File: src/rtl/kfcd_pkg.sv
package kfcd_pkg;
   // write key carried in the top byte of every register write
   localparam logic [7:0] WR_KEY   = 8'h5A;
   localparam int         KEY_LSB  = 24;

   // control word field positions (software decodes these)
   localparam int SEL_W    = 4;
   localparam int SRC_LSB  = 0;
   localparam int RUN_BIT  = 4;
   localparam int HALT_BIT = 5;
   localparam int BUSY_BIT = 7;
   localparam int INV_BIT  = 8;
   localparam int MODE_LSB = 9;

   // divisor word: integer part starts here, fraction is LSB aligned
   localparam int INT_LSB  = 12;

   typedef enum logic [1:0] {
      SHP_NONE  = 2'd0,
      SHP_FIRST = 2'd1,
      SHP_ALT2  = 2'd2,
      SHP_ALT3  = 2'd3
   } shape_e;

   typedef struct packed {
      shape_e           mode;
      logic             inv;
      logic             halt;
      logic             run;
      logic [SEL_W-1:0] src;
   } ctrl_t;
endpackage

File: src/rtl/kfcd_regs.sv
module kfcd_regs
   import kfcd_pkg::*;
#(
   parameter int         INT_W  = 12,
   parameter int         FRAC_W = 12,
   parameter logic [7:0] KEY    = WR_KEY
) (
   input  logic              clk,
   input  logic              rst_n,
   input  logic              bus_wr,
   input  logic              bus_sel_div,
   input  logic [31:0]       bus_wdata,
   input  logic              busy,
   output ctrl_t             ctrl,
   output logic [INT_W-1:0]  int_div,
   output logic [FRAC_W-1:0] frac_div,
   output logic [31:0]       bus_rdata
);
   logic key_ok;
   assign key_ok = (bus_wdata[KEY_LSB +: 8] == KEY);

   always_ff @(posedge clk) begin
      if (!rst_n) begin
         ctrl     <= '0;
         int_div  <= '0;
         frac_div <= '0;
      end else if (bus_wr && key_ok) begin
         if (!bus_sel_div) begin
            ctrl.src  <= bus_wdata[SRC_LSB +: SEL_W];
            ctrl.run  <= bus_wdata[RUN_BIT];
            ctrl.halt <= bus_wdata[HALT_BIT];
            ctrl.inv  <= bus_wdata[INV_BIT];
            ctrl.mode <= shape_e'(bus_wdata[MODE_LSB +: 2]);
         end else begin
            int_div  <= bus_wdata[INT_LSB +: INT_W];
            frac_div <= bus_wdata[0 +: FRAC_W];
         end
      end
   end

   always_comb begin
      bus_rdata = '0;
      if (bus_sel_div) begin
         bus_rdata[INT_LSB +: INT_W] = int_div;
         bus_rdata[0 +: FRAC_W]      = frac_div;
      end else begin
         bus_rdata[SRC_LSB +: SEL_W] = ctrl.src;
         bus_rdata[RUN_BIT]          = ctrl.run;
         bus_rdata[HALT_BIT]         = ctrl.halt;
         bus_rdata[BUSY_BIT]         = busy;
         bus_rdata[INV_BIT]          = ctrl.inv;
         bus_rdata[MODE_LSB +: 2]    = ctrl.mode;
      end
   end

   // an unkeyed write leaves every stored field alone
   p_keyless_hold_r1: assert property (@(posedge clk) disable iff (!rst_n)
      (bus_wr && !key_ok) |=> ($stable(ctrl) && $stable(int_div) && $stable(frac_div)));

   // a keyed control write lands the run bit from the data
   p_keyed_run_r2: assert property (@(posedge clk) disable iff (!rst_n)
      (bus_wr && key_ok && !bus_sel_div) |=> (ctrl.run == $past(bus_wdata[RUN_BIT])));
endmodule

File: src/rtl/kfcd_srcsel.sv
module kfcd_srcsel
   import kfcd_pkg::*;
#(
   parameter int NUM_SRC = 8
) (
   input  logic               clk,
   input  logic               rst_n,
   input  logic [NUM_SRC-1:0] src_tick,
   input  logic [SEL_W-1:0]   sel,
   output logic               tick
);
   localparam int SLOTS = 1 << SEL_W;

   logic [SLOTS-1:0] lane;
   logic             unused_gnd;
   assign unused_gnd = src_tick[0];

   // slot 0 is ground, slots beyond the populated sources are dead
   for (genvar i = 0; i < SLOTS; i++) begin : g_lane
      if (i == 0 || i >= NUM_SRC) begin : g_dead
         assign lane[i] = 1'b0;
      end else begin : g_live
         assign lane[i] = src_tick[i];
      end
   end

   assign tick = lane[sel];

   // ground and unpopulated indexes never produce a tick
   p_dead_slot_r10: assert property (@(posedge clk) disable iff (!rst_n)
      ((sel == '0) || (int'(sel) >= NUM_SRC)) |-> !tick);
endmodule

File: src/rtl/kfcd_gen.sv
module kfcd_gen
   import kfcd_pkg::*;
#(
   parameter int INT_W      = 12,
   parameter int FRAC_W     = 12,
   parameter bit HAS_SHAPER = 1'b1
) (
   input  logic              clk,
   input  logic              rst_n,
   input  logic              run,
   input  logic              halt,
   input  shape_e            mode,
   input  logic [SEL_W-1:0]  src,
   input  logic [INT_W-1:0]  int_div,
   input  logic [FRAC_W-1:0] frac_div,
   input  logic              tick,
   output logic              busy,
   output logic              raw_out,
   output logic [SEL_W-1:0]  act_src
);
   localparam int PER_W = INT_W + 1;

   logic [INT_W-1:0]  act_int;
   logic [FRAC_W-1:0] act_frac;
   shape_e            act_mode;
   logic [PER_W-1:0]  cnt, per_len;
   logic [FRAC_W-1:0] acc;
   logic [FRAC_W:0]   acc_sum;
   logic              shaping, carry, start, wrap;

   function automatic logic [PER_W-1:0] eff_div(input logic [INT_W-1:0] d);
      return (d < INT_W'(2)) ? PER_W'(2) : {1'b0, d};
   endfunction

   if (HAS_SHAPER) begin : g_shaper
      assign shaping = (act_mode != SHP_NONE);
   end else begin : g_plain
      logic unused_mode;
      assign unused_mode = ^act_mode;
      assign shaping     = 1'b0;
   end

   assign acc_sum = {1'b0, acc} + {1'b0, act_frac};
   assign carry   = shaping & acc_sum[FRAC_W];
   assign start   = !busy && run && !halt;
   assign wrap    = busy && tick && (cnt == per_len - 1'b1);

   always_ff @(posedge clk) begin
      if (!rst_n) begin
         busy     <= 1'b0;
         cnt      <= '0;
         per_len  <= PER_W'(2);
         acc      <= '0;
         act_int  <= '0;
         act_frac <= '0;
         act_mode <= SHP_NONE;
         act_src  <= '0;
      end else begin
         // configuration is sampled only while idle
         if (!busy) begin
            act_int  <= int_div;
            act_frac <= frac_div;
            act_mode <= mode;
            act_src  <= src;
         end
         if (halt) begin
            busy <= 1'b0;
            cnt  <= '0;
            acc  <= '0;
         end else if (start) begin
            busy    <= 1'b1;
            cnt     <= '0;
            acc     <= '0;
            per_len <= eff_div(int_div);
         end else if (wrap) begin
            cnt     <= '0;
            acc     <= acc_sum[FRAC_W-1:0];
            per_len <= eff_div(act_int) + PER_W'(carry);
            if (!run) busy <= 1'b0;
         end else if (busy && tick) begin
            cnt <= cnt + 1'b1;
         end
      end
   end

   assign raw_out = busy && (cnt < (per_len >> 1));

   // halt drops busy on the following edge
   p_halt_stops_r9: assert property (@(posedge clk) disable iff (!rst_n)
      halt |=> !busy);

   // busy only rises after run was seen with halt clear
   p_start_cause_r4: assert property (@(posedge clk) disable iff (!rst_n)
      $rose(busy) |-> ($past(run) && !$past(halt)));

   // a graceful stop happens while the output is low
   p_clean_stop_r8: assert property (@(posedge clk) disable iff (!rst_n)
      ($fell(busy) && !$past(halt)) |-> !$past(raw_out));

   // sampled configuration is frozen while running
   p_cfg_frozen_r11: assert property (@(posedge clk) disable iff (!rst_n)
      (busy && $past(busy)) |->
         ($stable(act_int) && $stable(act_frac) && $stable(act_src) && $stable(act_mode)));

   // a period is never shorter than two ticks
   p_min_len_r7: assert property (@(posedge clk) disable iff (!rst_n)
      busy |-> (per_len >= PER_W'(2)));

   // integer-only mode never stretches a period, count stays in range
   p_int_only_r5: assert property (@(posedge clk) disable iff (!rst_n)
      (busy && !shaping) |-> (per_len == eff_div(act_int)));
   p_cnt_range_r5: assert property (@(posedge clk) disable iff (!rst_n)
      busy |-> (cnt < per_len));
endmodule

File: src/rtl/keyed_frac_clkdiv.sv
module keyed_frac_clkdiv
   import kfcd_pkg::*;
#(
   parameter int         NUM_SRC    = 8,
   parameter int         INT_W      = 12,
   parameter int         FRAC_W     = 12,
   parameter bit         HAS_SHAPER = 1'b1,
   parameter logic [7:0] KEY        = WR_KEY
) (
   input  logic               clk,
   input  logic               rst_n,
   input  logic               bus_wr,
   input  logic               bus_sel_div,
   input  logic [31:0]        bus_wdata,
   output logic [31:0]        bus_rdata,
   input  logic [NUM_SRC-1:0] src_tick,
   output logic               clk_out
);
   if (NUM_SRC < 2 || NUM_SRC > (1 << SEL_W)) begin : g_bad_nsrc
      $error("keyed_frac_clkdiv: NUM_SRC must be 2..16");
   end
   if (INT_W < 2 || INT_W > 12) begin : g_bad_int
      $error("keyed_frac_clkdiv: INT_W must be 2..12");
   end
   if (FRAC_W < 1 || FRAC_W > 12) begin : g_bad_frac
      $error("keyed_frac_clkdiv: FRAC_W must be 1..12");
   end

   ctrl_t             ctrl;
   logic [INT_W-1:0]  int_div;
   logic [FRAC_W-1:0] frac_div;
   logic              busy, raw_out, tick;
   logic [SEL_W-1:0]  act_src;

   kfcd_regs #(.INT_W(INT_W), .FRAC_W(FRAC_W), .KEY(KEY)) u_regs (
      .clk         (clk),
      .rst_n       (rst_n),
      .bus_wr      (bus_wr),
      .bus_sel_div (bus_sel_div),
      .bus_wdata   (bus_wdata),
      .busy        (busy),
      .ctrl        (ctrl),
      .int_div     (int_div),
      .frac_div    (frac_div),
      .bus_rdata   (bus_rdata)
   );

   kfcd_srcsel #(.NUM_SRC(NUM_SRC)) u_srcsel (
      .clk      (clk),
      .rst_n    (rst_n),
      .src_tick (src_tick),
      .sel      (act_src),
      .tick     (tick)
   );

   kfcd_gen #(.INT_W(INT_W), .FRAC_W(FRAC_W), .HAS_SHAPER(HAS_SHAPER)) u_gen (
      .clk      (clk),
      .rst_n    (rst_n),
      .run      (ctrl.run),
      .halt     (ctrl.halt),
      .mode     (ctrl.mode),
      .src      (ctrl.src),
      .int_div  (int_div),
      .frac_div (frac_div),
      .tick     (tick),
      .busy     (busy),
      .raw_out  (raw_out),
      .act_src  (act_src)
   );

   // inversion is applied after the stop logic, live from the register
   assign clk_out = raw_out ^ ctrl.inv;

   // while stopped the pin shows only the invert setting
   p_idle_level_r12: assert property (@(posedge clk) disable iff (!rst_n)
      !busy |-> (clk_out == ctrl.inv));
endmodule

File: config.mk
export PLATFORM = sky130hd
export DESIGN_NAME = keyed_frac_clkdiv
export DESIGN_NICKNAME = d
export VERILOG_FILES = /design/src/rtl/kfcd_pkg.sv /design/src/rtl/kfcd_regs.sv /design/src/rtl/kfcd_srcsel.sv /design/src/rtl/kfcd_gen.sv /design/src/rtl/keyed_frac_clkdiv.sv
export SDC_FILE = /design/constraint.sdc
export NUM_CORES = 1
export LEC_CHECK = 0
export BUFFER_PORTS_ARGS = -buffer_cell sky130_fd_sc_hd__buf_2
export CAP_MARGIN = 20
export CELL_PAD_IN_SITES_DETAIL_PLACEMENT = 1
export CELL_PAD_IN_SITES_GLOBAL_PLACEMENT = 1
export CORE_MARGIN = 2
export CORE_UTILIZATION = 40
export DETAILED_ROUTE_END_ITERATION = 7
export GPL_TIMING_DRIVEN = 0
export PLACE_DENSITY = 0.87
export SLEW_MARGIN = 25
export SYNTH_ARGS = -nofsm -noshare
export SYNTH_HDL_FRONTEND = slang
export SYNTH_SLANG_ARGS = --single-unit
File: constraint.sdc
create_clock -name clk -period 3.1 [get_ports clk]
set_clock_uncertainty 0.15 [all_clocks]
set_input_delay 0.62 -clock clk [delete_from_list [all_inputs] [get_ports clk]]
set_output_delay 0.62 -clock clk [all_outputs]
set_load 0.02 [all_outputs]
==> results.txt, run 1 <==
----------------------------------------------------
[Placement]
  Routability congestion estimate from global placement ... 0.8135
  Port Buf Inserts ... 65
  Worst-case setup slack after placement ... -622.3 ps
  Hpwl dp ... 12.18 mm

[Pwr]
  Overall power ... 2.768 mW
  Leakage power total ... between 2 and 3 nW
  Ratio of total power to cell area ... 383.1 nW/um^2
  Worst vdd ir ... about 300 uV

[Critical path]
  Critical path capture point type ... flip-flop
  Arrival time at the worst endpoint ... 3740 ps
  CP startpoint kind ... flip-flop
  CP Data Required Time ... approximately 3200 ps
  Worst-path fanout max ... 3
  Start-to-end type of the worst setup path ... reg -> reg

[Logic synthesis]
  Count of mapped cells out of synthesis ... 654
  Proportion of netlist area held by the largest area contributor ... about 35%
  Yosys cell types ... 58
  Post-synth EDFFs ... 0
  Synth top area cells ... sky130_fd_sc_hd__dfxtp_1 35%, sky130_fd_sc_hd__mux2i_1 12%, sky130_fd_sc_hd__nor2b_1 6.9%
  Combined area of all synthesized cells ... ~5900 um^2
  Ys flop type ... sky130_fd_sc_hd__dfxtp_1
  Share of flip-flops with an asynchronous set or reset after synthesis ... 0%
  Total of warnings raised by yosys ... 0
  Avg Synthesized Cell Area ... roughly 9 um^2
  Seq cells post-synth ... 102
  Proportion of synthesized chip area in sequential cells ... 34.63%
  Area leader, netlist ... sky130_fd_sc_hd__dfxtp_1

[Cells and area]
  Count of inserted antenna diode cells ... 0
  Fraction of layout instances using a drive strength above 1 ... between 20% and 30%
  Most common library cell in the layout ignoring fill and taps ... sky130_fd_sc_hd__dfxtp_1
  Number of nets at the end of the flow ... 827
  Highest-count cells in the layout ignoring fill and taps ... 90 x sky130_fd_sc_hd__dfxtp_1, 69 x sky130_fd_sc_hd__mux2i_1, 65 x sky130_fd_sc_hd__nor2b_1, 65 x sky130_fd_sc_hd__buf_2, 51 x sky130_fd_sc_hd__nand2_1
  Syn-to-layout area delta ... 22.56%

[Clock network]
  # H-tree levels ... 3
  Clock-pin slew reported for the worst setup and hold paths after clock tree synthesis ... 80 ps
  CTS tree ... done
  Number of sinks driven by the clock tree ... 102
  Num CTS Buffers ... 9
  Worst-Skew Late Latency ... 370 ps
  Maximum root-to-sink buffer count ... 2
  CTS Root Cell ... sky130_fd_sc_hd__clkbuf_16

[Timing]
  Time the worst path needs with I/O delays and setup ... about 3600 ps
  Post-route worst setup slack ... -528.0 ps
  RSZ-0062 raised after global routing ... yes
  Final number of max-transition violations ... 0
  Slew at the pin closest to its max-slew limit ... slightly above 900 ps
  Portion of the clock cycle consumed by the worst path in the final layout ... 117.0%
  Relative slew slack ... 39.57%
  Fmax ... ~0.28 GHz
  Number of failing setup endpoints in the final timing report ... 12
  Final Hold Violating Endpoints ... 0

[Drt]
  Routed Antenna Nets ... 0
  Detailed-route wire length per cell ... slightly above 20 um
  Final Routed Wirelength ... between 15 and 20 mm
  Vias per inst ... around 5.7
  Length of the first detailed-routing pass in iterations ... 5
  DRC marker count from the first detailed-route iteration ... between 200 and 300
  Number of design rule violations left after detail routing ... 0
  Via count ... around 5300

[GRT]
  First-pass GRT wire length ... roughly 29 mm
  Overall global routing resource usage ... 22.78%
  Antenna violations before repair ... 0
  Global route total overflow ... 0
  Via count of the first global-routing pass ... about 5600
  Pin count of the biggest net entering global routing ... 18

[Floorplanning]
  Die outline width ... between 100 and 150 um
  Row cnt ... 44
  Die outline area ... roughly 16000 um^2
  Area of the core region ... ~14000 um^2
  Number of primary I/O pins ... 77
  Initial Utilization ... 40.72%
  Height of the die ... around 130 um

[Run status]
  Violated checks ... setup timing
  Outcome ... finished with violations

[Hold path]
  Tightest Hold Check Type ... reg -> reg

[Run]
  Max-cap violation count ... 0

----------------------------------------------------
==> synth_stat cells (all sizes together) (2+ instances only) <==
cell type	number
nand3	20
nor3	8
nor3b	5
or3	3
nor4	8
xor2	18
a221o	2
o311ai	5
a21oi	23
buf	17
o31ai	2
a31oi	2
nand4	11
a32o	3
a211oi	5
or4	8
dfxtp	102
or2	3
ha	27
clkbuf	27
a21o	8
o221ai	3
nor4b	2
o211ai	6
o21ai	14
a2111oi	3
nor2	38
and4	2
and2	17
xnor2	30
mux2i	69
nand2b	3
inv	18
mux2	9
nand2	52
nor2b	65
and3	4
==> metal layers <==
metal	global-route usage (%)	up-vias	wire length, um
met2	40.57	177	9585
met1	27.80	2623	8139
met5	0	-	0
met3	3.937	39	876
met4	7.647	0	448
li1	-	2494	-
==> through the flow <==
step / std cells / cell area (um^2) / hold slack, ps / setup TNS [ps] / util [%]
6_report: 943 / 7226 / 321.3 / -3691 / 49.90
5_1_grt: 943 / 7226 / 351.7 / -6166 / 49.90
4_1_cts: 935 / 7067 / 321.3 / -2124 / 48.81
3_5_place_dp: 910 / 6540 / 312.7 / -16610 / 45.17
3_3_place_gp: 910 / 6540 / 296.4 / -15130 / 45.17
2_1_floorplan: 661 / 5984 / 286.2 / -104.4 / -
==> cell families after synthesis <==
group | Yosys count | share of synthesized area (%)
xor+xnor | 48 | 7.131
fa+ha+maj | 28 | 6.070
compound gates | 84 | 10.51
buf+inv | 62 | 4.605
simple gates | 250 | 23.18
flops | 102 | 34.64
other cells | 1 | 0.06361
mux | 79 | 13.82
==> layout make-up <==
cell class / instances / area, um^2
multi-input combinational: 497 / 3815
sequential: 102 / 2072
timing repair buffer: 89 / 511.7
buffer: 38 / 185.2
inverter: 18 / 67.56
fill: 1722 / 7253
clock buffer: 9 / 225.2
clock inverter: 6 / 118.9
tap: 184 / 230.2
==> worst max-delay path, stage by stage (launching register included) <==
cell and delay [ps]:
sky130_fd_sc_hd__dfxtp_4 370, sky130_fd_sc_hd__ha_4 160, sky130_fd_sc_hd__fa_2 230, sky130_fd_sc_hd__a21oi_2 80, sky130_fd_sc_hd__o21ai_2 150, sky130_fd_sc_hd__nand4_1 150
sky130_fd_sc_hd__a311oi_2 400, sky130_fd_sc_hd__a21o_1 190, sky130_fd_sc_hd__a21oi_2 70, sky130_fd_sc_hd__nor2_2 180, sky130_fd_sc_hd__ha_4 190, sky130_fd_sc_hd__ha_4 150
sky130_fd_sc_hd__nand3_4 90, sky130_fd_sc_hd__nor2_4 130, sky130_fd_sc_hd__nand4_1 120, sky130_fd_sc_hd__xor2_1 210, sky130_fd_sc_hd__or4_4 450, sky130_fd_sc_hd__o311ai_2 80
==> final timing paths <==
kind / from / endpoint / slack, ps / cells past startpoint
worst min register to register: u_gen.acc[8]$_SDFFE_PP0P_ / u_gen.acc[8]$_SDFFE_PP0P_ / 320 / 2
worst max-delay path: u_gen.acc[0]$_SDFFE_PP0P_ / u_gen.per_len[10]$_SDFFE_PN0P_ / -530 / 17
worst min-delay path: u_gen.acc[8]$_SDFFE_PP0P_ / u_gen.acc[8]$_SDFFE_PP0P_ / 320 / 2
worst max register to register: u_gen.acc[0]$_SDFFE_PP0P_ / u_gen.per_len[10]$_SDFFE_PN0P_ / -530 / 17
==> flip-flops by register name, summed over array words and instances (netlist names) <==
register and cells:
u_gen.act_src 4, u_gen.act_frac 12, u_regs.frac_div 12, u_gen.per_len 13, u_gen.cnt 13, u_regs.ctrl 9, u_gen.act_mode 2, u_regs.int_div 12
u_gen.act_int 12, u_gen.busy 1, u_gen.acc 12
==> power breakdown <==
| group | leakage [nW] | switching [mW] | internal, mW | total, mW |
|---|---|---|---|---|
| sequential | 0.829 | 0.000588 | 1.30 | 1.30 |
| clock | 0.168 | 0.563 | 0.796 | 1.36 |
| combinational | 1.87 | 0.0581 | 0.0466 | 0.105 |
| total | 2.87 | 0.621 | 2.15 | 2.77 |
==> repair_timing <==
item,CTS,global route
endpoints found under the setup margin,39,36
pin swaps,30,14
buffers inserted,14,10
hold buffers,0,0
resized for setup,31,24
(Power assumes the default switching activity.)
==> inputs of run 2 (changes only) <==
--- a/config.mk
+++ b/config.mk
@@ -5,7 +5,7 @@
 export SDC_FILE = /design/constraint.sdc
 export NUM_CORES = 1
 export LEC_CHECK = 0
-export BUFFER_PORTS_ARGS = -buffer_cell sky130_fd_sc_hd__buf_2
+export BUFFER_PORTS_ARGS = -buffer_cell sky130_fd_sc_hd__clkbuf_2
 export CAP_MARGIN = 20
 export CELL_PAD_IN_SITES_DETAIL_PLACEMENT = 1
 export CELL_PAD_IN_SITES_GLOBAL_PLACEMENT = 1
==> run 2 against run 1 <==
Largest power group is now sequential cells. Fmax rose by 0.61%. Clock power fell by 18%. Global-route usage rose by 0.48 points. Final area rose by 0.74%. Combinational power barely moved. Critical path type unchanged. Sequential cell count did not move. Via count fell by 1.9%. Wire length fell by 0.25%. Largest cell class unchanged. Final cell count rose by 0.53%. Sequential power barely moved. Non-clock buffer count rose by 4. The run still ends with setup timing left.
==> results.txt, run 2 (synthesis gave the netlist of run 1 again) <==
----------------------------------------------------
[Drt]
  Detailed-route wire length per cell ... 20.04 um
  Via count ... between 5000 and 6000
  Vias per inst ... approximately 5.5
  Length of the first detailed-routing pass in iterations ... 4
  Number of design rule violations left after detail routing ... 0
  DRC marker count from the first detailed-route iteration ... approximately 260
  Routed Antenna Nets ... 0
  Final Routed Wirelength ... around 19 mm

[Pwr]
  Ratio of total power to cell area ... between 300 and 400 nW/um^2
  Leakage power total ... ~2.9 nW
  Worst vdd ir ... between 300 and 400 uV

[Placement]
  Port Buf Inserts ... 65
  Instance count after placement with tap cells included ... 910
  Worst-case setup slack after placement ... -620.6 ps
  Hpwl dp ... between 10 and 15 mm
  Routability congestion estimate from global placement ... 0.8143
  Post-place instance area ... 6540 um^2

[Critical path]
  FF-to-FF Start ... u_gen.act_frac[1]$_SDFFE_PN0N_
  R2r worst-path depth ... 16
  Worst-path fanout max ... 3
  Critical path capture point type ... flip-flop
  Start-to-end type of the worst setup path ... reg -> reg
  CP Data Required Time ... about 3200 ps
  Arrival time at the worst endpoint ... 3730 ps
  CP startpoint kind ... flip-flop
  Worst reg-to-reg setup slack ... -510 ps
  R2R Path End ... u_gen.per_len[10]$_SDFFE_PN0P_

[Cells and area]
  Post-route standard cell area excluding fillers ... 7279 um^2
  Largest registers ranked by flip-flop count ... u_gen.cnt x13, u_gen.per_len x13
  Most common library cell in the layout ignoring fill and taps ... sky130_fd_sc_hd__dfxtp_1
  Highest-count cells in the layout ignoring fill and taps ... 89 x sky130_fd_sc_hd__dfxtp_1, 69 x sky130_fd_sc_hd__mux2i_1, 65 x sky130_fd_sc_hd__nor2b_1, 64 x sky130_fd_sc_hd__clkbuf_2, 50 x sky130_fd_sc_hd__nand2_1
  Number of nets at the end of the flow ... ~830
  Fraction of layout instances using a drive strength above 1 ... between 20 and 25%
  Count of inserted antenna diode cells ... 0
  Final cell count without fillers ... roughly 950
  Syn-to-layout area delta ... 23.47%

[Timing]
  Slew at the pin closest to its max-slew limit ... ~920 ps
  Final Hold Violating Endpoints ... 0
  Final number of max-transition violations ... 0
  Portion of the clock cycle consumed by the worst path in the final layout ... 116.3%
  Time the worst path needs with I/O delays and setup ... about 3600 ps
  Number of failing setup endpoints in the final timing report ... 12
  Fmax ... around 0.28 GHz
  Relative slew slack ... 38.45%
  RSZ-0062 raised after global routing ... yes
  Post-route worst setup slack ... -506.1 ps

[GRT]
  Pin count of the biggest net entering global routing ... 18
  Global route total overflow ... 0
  Via count of the first global-routing pass ... between 5000 and 6000
  Overall global routing resource usage ... 23.26%
  First-pass GRT wire length ... around 29 mm
  Antenna violations before repair ... 0

[Floorplanning]
  Die outline width ... roughly 130 um
  Height of the die ... around 130 um
  Die outline area ... approximately 16000 um^2
  Row cnt ... 44
  Area of the core region ... between 10000 and 15000 um^2
  Number of primary I/O pins ... between 70 and 80
  Initial Utilization ... 40.72%

[Clock network]
  CTS Root Cell ... sky130_fd_sc_hd__clkbuf_16
  Cts-stage hold buffer count ... 0
  Num CTS Buffers ... 9
  Number of sinks driven by the clock tree ... about 100
  Clock-pin slew reported for the worst setup and hold paths after clock tree synthesis ... approximately 80 ps
  CTS tree ... done
  Worst-Skew Late Latency ... about 360 ps
  # H-tree levels ... 3
  Maximum root-to-sink buffer count ... 2

[Run status]
  Outcome ... finished with violations
  Violated checks ... setup timing

[Hold path]
  Worst Hold Path Cells ... 2
  Tightest Hold Check Type ... reg -> reg
  Endpoint, Worst Hold ... u_gen.acc[4]$_SDFFE_PP0P_
  Hold wc startpoint ... u_gen.acc[4]$_SDFFE_PP0P_

[Run]
  Max-cap violation count ... 0

----------------------------------------------------
-- run 2: cell types whose count changed in the layout (fill, tap and decap cells not counted), moves of 3 or more --
cell	before	now
sky130_fd_sc_hd__bufinv_16	3	0
sky130_fd_sc_hd__buf_6	1	8
sky130_fd_sc_hd__a21oi_2	3	6
sky130_fd_sc_hd__clkbuf_2	0	64
sky130_fd_sc_hd__buf_2	65	1
sky130_fd_sc_hd__a21oi_1	20	17
sky130_fd_sc_hd__buf_4	33	30
-- run 2: timing repair --
| action | in CTS | in global routing |
|---|---|---|
| pin swaps | 29 | 32 |
| buffers inserted | 16 | 12 |
| gates cloned | 0 | 0 |
| endpoints found under the setup margin | 40 | 36 |
| resized for setup | 42 | 34 |
-- run 2: power breakdown --
group          internal, mW  leakage [nW]  switching [mW]  total [mW]
combinational        0.0469          1.90          0.0586       0.105
clock                 0.557         0.132           0.553        1.11
sequential             1.30         0.829        0.000603        1.30
-- run 2: worst max path at each step --
stage	endpoint	slack [ps]	from
2_1_floorplan	u_gen.per_len[10]$_SDFFE_PN0P_	-90	u_gen.act_frac[0]$_SDFFE_PN0N_
5_1_grt	u_gen.per_len[10]$_SDFFE_PN0P_	-610	u_gen.act_frac[1]$_SDFFE_PN0N_
3_3_place_gp	u_gen.per_len[10]$_SDFFE_PN0P_	-610	u_gen.act_frac[0]$_SDFFE_PN0N_
4_1_cts	u_gen.per_len[10]$_SDFFE_PN0P_	-440	u_gen.acc[0]$_SDFFE_PP0P_
6_report	u_gen.per_len[10]$_SDFFE_PN0P_	-510	u_gen.act_frac[1]$_SDFFE_PN0N_
3_5_place_dp	u_gen.per_len[10]$_SDFFE_PN0P_	-620	u_gen.act_frac[0]$_SDFFE_PN0N_
-- run 2: per-layer routing --
metal / vias up / wire, um / GRT usage (%)
li1: 2485 / - / -
met1: 2573 / 7850 / 28.07
met2: 137 / 9868 / 41.66
met3: 38 / 753 / 4.065
met4: 0 / 530 / 8.039
met5: - / 0 / 0
-- run 2: cell type report --
cell class	count	area [um^2]
Multi-Input combinational cell	497	3859
Timing Repair Buffer	93	576.8
Clock buffer	11	232.7
Clock inverter	5	41.29
Tap cell	184	230.2
Sequential cell	102	2073
Buffer	38	196.4
Fill cell	1693	7199
Inverter	18	70.07
-- run 2: critical path, stage by stage, from the launching register on --
cell	delay [ps]
sky130_fd_sc_hd__dfxtp_1	470
sky130_fd_sc_hd__fa_2	270
sky130_fd_sc_hd__a21oi_2	80
sky130_fd_sc_hd__o21ai_2	170
sky130_fd_sc_hd__nand4_1	140
sky130_fd_sc_hd__a311oi_2	350
sky130_fd_sc_hd__a21o_1	180
sky130_fd_sc_hd__a21oi_2	70
sky130_fd_sc_hd__nor2_2	150
sky130_fd_sc_hd__ha_4	180
sky130_fd_sc_hd__ha_4	160
sky130_fd_sc_hd__nand3_4	100
sky130_fd_sc_hd__nor2_4	150
sky130_fd_sc_hd__nand4_1	130
sky130_fd_sc_hd__xor2_1	220
sky130_fd_sc_hd__or4_4	470
sky130_fd_sc_hd__o311ai_4	80
-- run 2: through the flow --
step | total power [mW] | hold slack [ps] | util, % | TNS, ps
after floorplan | 1.397 | 286.2 | - | -104.4
after detailed placement | 1.442 | 308.1 | 45.17 | -15730
after CTS | 2.510 | 320.7 | 48.66 | -2375
after global routing | 2.598 | 346.2 | 50.28 | -5050
final | 2.520 | 319.7 | 50.28 | -3570
after global placement | 1.440 | 296.5 | 45.17 | -15160
